$ cat src/rtl/utb_pkg.sv
package utb_pkg;
    parameter int unsigned CNT_W = 16;
    parameter int unsigned REP_W = 8;
    parameter int unsigned ADR_W = 3;

    typedef logic [CNT_W-1:0] cnt_t;
    typedef logic [REP_W-1:0] rep_t;

    typedef struct packed {
        logic irq_en;
        logic buffered;
        logic hold_upd;
        logic down;
        logic run;
    } ctrl_t;

    localparam int unsigned CTRL_W = $bits(ctrl_t);

    typedef enum logic [ADR_W-1:0] {
        A_CTRL  = 3'd0,
        A_EVT   = 3'd1,
        A_STAT  = 3'd2,
        A_COUNT = 3'd3,
        A_DIV   = 3'd4,
        A_LIMIT = 3'd5,
        A_REPS  = 3'd6
    } reg_addr_e;

    function automatic logic at_turn(input logic down, input cnt_t cnt, input cnt_t lim);
        return down ? (cnt == '0) : (cnt == lim);
    endfunction

    function automatic cnt_t step(input logic down, input logic turn, input cnt_t cnt, input cnt_t lim);
        if (turn) return down ? lim : '0;
        return down ? cnt - 1'b1 : cnt + 1'b1;
    endfunction
endpackage

$ cat src/rtl/utb_prescaler.sv
module utb_prescaler
    import utb_pkg::*;
(
    input  logic clk,
    input  logic rst,
    input  logic en,
    input  logic clr,
    input  cnt_t div_in,
    output logic tick
);
    cnt_t div_sh;
    cnt_t pcnt;

    assign tick = en && (pcnt == div_sh);

    always_ff @(posedge clk) begin
        if (rst) begin
            pcnt   <= '0;
            div_sh <= '0;
        end else if (clr) begin
            pcnt   <= '0;
            div_sh <= div_in;
        end else if (en) begin
            pcnt <= tick ? '0 : pcnt + 1'b1;
        end
    end

    assert_psc_idle_R2: assert property (@(posedge clk) disable iff (rst)
        (!en && !clr) |=> $stable(pcnt));
    assert_psc_restart_R2: assert property (@(posedge clk) disable iff (rst)
        tick |=> (pcnt == '0));
endmodule

$ cat src/rtl/utb_reload.sv
module utb_reload
    import utb_pkg::*;
(
    input  logic clk,
    input  logic rst,
    input  logic wr,
    input  logic buffered,
    input  cnt_t wdata,
    input  logic upd,
    output cnt_t staged,
    output cnt_t active,
    output cnt_t active_nx
);
    cnt_t staged_nx;

    always_comb begin
        staged_nx = wr ? wdata : staged;
        if (wr && !buffered) active_nx = wdata;
        else if (upd)        active_nx = staged_nx;
        else                 active_nx = active;
    end

    always_ff @(posedge clk) begin
        if (rst) begin
            staged <= '0;
            active <= '0;
        end else begin
            staged <= staged_nx;
            active <= active_nx;
        end
    end

    assert_buffer_hold_R6: assert property (@(posedge clk) disable iff (rst)
        (buffered && !upd) |=> $stable(active));
    assert_direct_write_R5: assert property (@(posedge clk) disable iff (rst)
        (wr && !buffered) |=> (active == staged));
endmodule

$ cat src/rtl/utb_repeat.sv
module utb_repeat
    import utb_pkg::*;
(
    input  logic clk,
    input  logic rst,
    input  logic wrap,
    input  logic force_ld,
    input  rep_t rep_in,
    output logic fire
);
    rep_t rcnt;

    assign fire = wrap && (rcnt == '0);

    always_ff @(posedge clk) begin
        if (rst)                  rcnt <= '0;
        else if (force_ld || fire) rcnt <= rep_in;
        else if (wrap)            rcnt <= rcnt - 1'b1;
    end

    assert_rep_countdown_R7: assert property (@(posedge clk) disable iff (rst)
        (wrap && !force_ld && rcnt != '0) |=> (rcnt == $past(rcnt) - 1'b1));
endmodule

$ cat src/rtl/upd_timebase.sv
module upd_timebase
    import utb_pkg::*;
(
    input  logic             clk,
    input  logic             rst,
    input  logic             wr_en,
    input  logic [ADR_W-1:0] addr,
    input  logic [CNT_W-1:0] wdata,
    output logic [CNT_W-1:0] rdata,
    input  logic             trig_in,
    output logic             upd_evt,
    output logic             irq
);
    ctrl_t ctrl;
    cnt_t  cnt, div_reg, lim_staged, lim_active, lim_nx;
    rep_t  rep_reg;
    logic  cnt_en, flag, tick, wrap, fire, sw_ug, upd, sw_rst;
    logic  wr_ctrl, wr_stat, wr_cnt, wr_div, wr_lim, wr_rep;

    assign wr_ctrl = wr_en && (addr == A_CTRL);
    assign wr_stat = wr_en && (addr == A_STAT);
    assign wr_cnt  = wr_en && (addr == A_COUNT);
    assign wr_div  = wr_en && (addr == A_DIV);
    assign wr_lim  = wr_en && (addr == A_LIMIT);
    assign wr_rep  = wr_en && (addr == A_REPS);
    assign sw_ug   = wr_en && (addr == A_EVT) && wdata[0];

    assign wrap    = tick && at_turn(ctrl.down, cnt, lim_active);
    assign upd     = !ctrl.hold_upd && (fire || sw_ug || trig_in);
    assign sw_rst  = upd && sw_ug;
    assign upd_evt = upd;
    assign irq     = flag && ctrl.irq_en;

    utb_prescaler u_psc (
        .clk(clk), .rst(rst), .en(cnt_en), .clr(upd),
        .div_in(div_reg), .tick(tick)
    );

    utb_reload u_lim (
        .clk(clk), .rst(rst), .wr(wr_lim), .buffered(ctrl.buffered),
        .wdata(wdata), .upd(upd), .staged(lim_staged),
        .active(lim_active), .active_nx(lim_nx)
    );

    utb_repeat u_rep (
        .clk(clk), .rst(rst), .wrap(wrap),
        .force_ld(!ctrl.hold_upd && (sw_ug || trig_in)),
        .rep_in(rep_reg), .fire(fire)
    );

    always_ff @(posedge clk) begin
        if (rst) begin
            ctrl    <= '0;
            cnt_en  <= 1'b0;
            div_reg <= '0;
            rep_reg <= '0;
            flag    <= 1'b0;
            cnt     <= '0;
        end else begin
            cnt_en <= ctrl.run;
            if (wr_ctrl) ctrl    <= ctrl_t'(wdata[CTRL_W-1:0]);
            if (wr_div)  div_reg <= wdata;
            if (wr_rep)  rep_reg <= wdata[REP_W-1:0];
            if (upd)                      flag <= 1'b1;
            else if (wr_stat && !wdata[0]) flag <= 1'b0;
            if (wr_cnt)      cnt <= wdata;
            else if (sw_rst) cnt <= ctrl.down ? lim_nx : '0;
            else if (tick)   cnt <= step(ctrl.down, wrap, cnt, lim_active);
        end
    end

    always_comb begin
        case (addr)
            A_CTRL:  rdata = CNT_W'(ctrl);
            A_STAT:  rdata = CNT_W'(flag);
            A_COUNT: rdata = cnt;
            A_DIV:   rdata = div_reg;
            A_LIMIT: rdata = lim_staged;
            A_REPS:  rdata = CNT_W'(rep_reg);
            default: rdata = '0;
        endcase
    end

    assert_up_wrap_R3: assert property (@(posedge clk) disable iff (rst)
        (tick && !ctrl.down && cnt == lim_active && !wr_cnt && !sw_rst) |=> (cnt == '0));
    assert_down_wrap_R4: assert property (@(posedge clk) disable iff (rst)
        (tick && ctrl.down && cnt == '0 && !wr_cnt && !sw_rst) |=> (cnt == $past(lim_active)));
    assert_hold_quiet_R9: assert property (@(posedge clk) disable iff (rst)
        ctrl.hold_upd |-> !upd_evt);
    assert_flag_sticky_R10: assert property (@(posedge clk) disable iff (rst)
        (flag && !(wr_stat && !wdata[0])) |=> flag);
    assert_sw_restart_R8: assert property (@(posedge clk) disable iff (rst)
        (sw_rst && !ctrl.down) |=> (cnt == '0));
    assert_enable_lag_R2: assert property (@(posedge clk) disable iff (rst)
        (!ctrl.run && !cnt_en && !wr_cnt && !sw_rst) |=> $stable(cnt));
endmodule

$ cat config.mk
export PLATFORM = sky130hd
export DESIGN_NAME = upd_timebase
export DESIGN_NICKNAME = d
export VERILOG_FILES = /design/src/rtl/utb_pkg.sv /design/src/rtl/utb_prescaler.sv /design/src/rtl/utb_reload.sv /design/src/rtl/utb_repeat.sv /design/src/rtl/upd_timebase.sv
export SDC_FILE = /design/constraint.sdc
export NUM_CORES = 1
export LEC_CHECK = 0
export BUFFER_PORTS_ARGS = -buffer_cell sky130_fd_sc_hd__buf_4
export CAP_MARGIN = 0
export CORE_MARGIN = 1
export CORE_UTILIZATION = 50
export CTS_CLUSTER_SIZE = 20
export DETAILED_ROUTE_END_ITERATION = 6
export GPL_TIMING_DRIVEN = 0
export PLACE_DENSITY_LB_ADDON = 0.08
export SLEW_MARGIN = 40
export SYNTH_ARGS = -nofsm -noshare
export SYNTH_HDL_FRONTEND = slang
export SYNTH_SLANG_ARGS = --single-unit
$ cat constraint.sdc
create_clock -name clk -period 5.2 [get_ports clk]
set_input_delay 0.52 -clock clk [delete_from_list [all_inputs] [get_ports clk]]
set_output_delay 0.52 -clock clk [all_outputs]
set_load 0.05 [all_outputs]
==> run_results.csv <==
group,metric,value,unit
status,status,"finished, violations left",
status,violations,"design-rule violations",
logic_synthesis,synth_cells,860,
logic_synthesis,yosysSeqAreaShare,36.0,%
worst_setup_path,cp_max_fo,15,
global_routing,gr-usage-met2,53.0,%
sta,final_hold_viol_count,0,
clock_network,cts_made_buffers,17,
final_layout,n_fill_cell,1190,
route,antenna_left,0,
floorplan,start_util,51.9,%
route,drc,3,
floorplan,dieWidth,117,um
power_and_ir_drop,power_leakage,2.93,nW
floorplan,coreArea,12800,sq um
route,routed_wl,22.2,mm
clock_network,cts-resized-gates,0,
final_layout,layout-drive-gt1-share,8.54,%
floorplan,rows,41,
route,viasPerCell,6.07,
sta,rsz0062_at_grt,"no",
logic_synthesis,synth_most_common_cell,"nand2_1",
logic_synthesis,synth_edf_count,0,
logic_synthesis,syn_nets,901,
final_layout,antennaDiodeCount,0,
route,vias,6660,
sta,setup_viol,0,
worst_setup_path,cp.arrival,4.21,ns
clock_network,hold_buffers,0,
global_routing,grt_pass1_vias,6128,
clock_network,cts_root_buf,"clkbuf_16",
place,dp_hpwl,16.8,mm
floorplan,fp.dieH,117,um
logic_synthesis,syn_avg_cell_area,7.70,sq um
route,wl_per_cell,20.2,um
logic_synthesis,netlist_area,6630,sq um
power_and_ir_drop,p_total,2.61,mW
logic_synthesis,synth.top_cell.area_share,36.0,%
worst_setup_path,critPathLaunchType,"flip-flop",
clock_network,post_cts_buffers,0,
global_routing,grt_use_total,33.8,%
final_layout,regArea,2380,sq um
clock_network,cts_tree,"built",
global_routing,grt_use_met1,47.0,%
final_layout,multi_input_area,4000,sq um
logic_synthesis,yosys-top-cells-area,"dfxtp_1, nand2_1, nor2_1",
route,dr.pass1.iters,7,
clock_network,htree_levels,4,
global_routing,overflow,0,
final_layout,nNetsFinal,956,
worst_setup_path,end_kind,"primary output",
floorplan,pin_count,41,
logic_synthesis,synth_common_cells,"nand2_1, nor2_1, dfxtp_1",
logic_synthesis,ys.flop_type,"dfxtp_1",
logic_synthesis,ys_ff_latch,119,
worst_setup_path,reg2reg_from,"ctrl[1]$_SDFFE_PP0P_",
hold_path,hold_path.class,"input pin to flip-flop",
sta,fmax,211,MHz
worst_setup_path,reg2regPathDepth,11,
place,placed_cells,1068,
worst_setup_path,path_class,"flip-flop to primary output",
clock_network,clkSinkCount,119,
sta,worst_pin_slew,0.815,ns
global_routing,busiest_layer,"met2",
worst_setup_path,cp.required,4.68,ns
global_routing,antenna_found_initial,0,
logic_synthesis,synth_warnings,0,
sta,drv_slew,0,
clock_network,clk-insertion-delay-late,0.42,ns
logic_synthesis,ys_types,57,
final_layout,stdcell_count,1097,
power_and_ir_drop,p_per_area,340,nW/um^2
worst_setup_path,crit_start,"ctrl[1]$_SDFFE_PP0P_",
floorplan,die-area,13700,sq um
final_layout,syn_to_final_growth,16.2,%
clock_network,cts_buffer_depth,2,
sta,fin_crit_sh,91.0,%
worst_setup_path,cp-endpoint,"upd_evt",
global_routing,grt_pass1_wl,34.0,mm
worst_setup_path,r2r-end,"cnt[11]$_SDFFE_PP0P_",
worst_setup_path,rrSetupSlack,0.89,ns
route,drt_iter0_markers,907,
sta,fin_tns_setup,0,ns
flow_run,cap_violations,0,
global_routing,use_met3,6.95,%
logic_synthesis,synthArstFlopShare,0,%
power_and_ir_drop,irDropWorstVdd,0.307,mV
place,gp_congestion,0.950,
sta,max_slew_margin,45.5,%
global_routing,grt_max_degree,17,
sta,fin_skew,0.00927,ns
sta,finalCriticalPeriod,4.73,ns
clock_network,path_clk_slew,0.05,ns
logic_synthesis,synth_top_cell_by_area,"dfxtp_1",
place,port_buffers,36,
report_power, final:
part,leakage (nW),switching [mW],total [mW],internal [mW]
Sequential,0.963,0.0428,0.991,0.948
Clock,0.280,0.415,1.18,0.767
Combinational,1.69,0.284,0.442,0.158
Total,2.93,0.742,2.61,1.87
critical path: stages (launching register included):
cell      delay (ns)
dfxtp_1         0.67
clkbuf_1        0.43
nor4b_1         0.36
nand4_1         0.19
nor4_1          0.32
a21oi_1         0.26
o31ai_4         0.58
clkbuf_1        0.64
buf_4           0.32
final cells by class:
class / count / share of cell area [%]
plain buffers: 53 / 2.76
clock buffers: 20 / 5.93
clock inverters: 9 / 1.66
inverters: 10 / 0.487
multi-input cells: 678 / 51.9
flip-flops and latches: 119 / 30.9
well taps: 172 / 2.79
repair buffers: 36 / 3.51
per-stage QoR:
stage                     utilization (%)  area [sq um]  hold WS, ns  worst slack [ns]
after floorplan                         -          6630        0.444              2.02
after detailed placement             55.7          7120        0.467              1.01
final                                60.3          7700        0.396             0.470
after global placement               55.7          7110        0.462              1.11
after global routing                 60.3          7700        0.383             0.267
after CTS                            60.3          7700        0.388             0.543
worst min path at each step:
| stage | start | slack, ns | cells after the start | end |
|---|---|---|---|---|
| detailed placement | u_lim.staged[15]$_SDFF_PP0_ | 0.47 | 2 | u_lim.staged[15]$_SDFF_PP0_ |
| global route | wdata[10] | 0.38 | 3 | u_lim.staged[10]$_SDFF_PP0_ |
| floorplan | u_lim.staged[10]$_SDFF_PP0_ | 0.44 | 2 | u_lim.staged[10]$_SDFF_PP0_ |
| CTS | wdata[10] | 0.39 | 3 | u_lim.staged[10]$_SDFF_PP0_ |
| global placement | u_lim.staged[15]$_SDFF_PP0_ | 0.46 | 2 | u_lim.staged[15]$_SDFF_PP0_ |
| finish | wdata[12] | 0.40 | 3 | u_lim.staged[12]$_SDFF_PP0_ |
layout by cell type (no fill, tap or decap), drive strengths merged, types with 4 or more instances in the layout:
master  count
nand2     137
nor2      122
dfxtp     119
a21oi      82
clkbuf     67
o21ai      45
buf        42
xnor2      39
mux2i      37
and3       20
xor2       18
nand3      17
ha         17
a222oi     13
nand4      11
nor3       11
nor4       10
inv         9
nor2b       8
a31oi       8
a22oi       8
and2        7
nand2b      5
a211oi      5
or2         5
a311oi      4
or3         4
o311a       4
nor3b       4
clkinv      4
per-layer routing:
metal / vias to the layer above / part of all wire (%)
met3: 48 / 7.8
met4: 0 / 2.2
met5: - / 0
met1: 3172 / 45
met2: 305 / 45
li1: 3135 / -
logic make-up (layout without fill, tap and decap cells):
logic type                 after synthesis  in the layout  share of synthesized area, %
AOI/OAI and AO/OA                      199            199                          18.8
xor gates and xnor gates                57             57                          7.54
adders and majority gates               18             18                          3.51
buffers and inverters                   63            128                          3.78
DFF                                    119            119                          36.0
muxes                                   38             38                          5.76
and+or+nand+nor                        366            366                          24.6
Note: power is estimated with default switching activity, not from simulation.
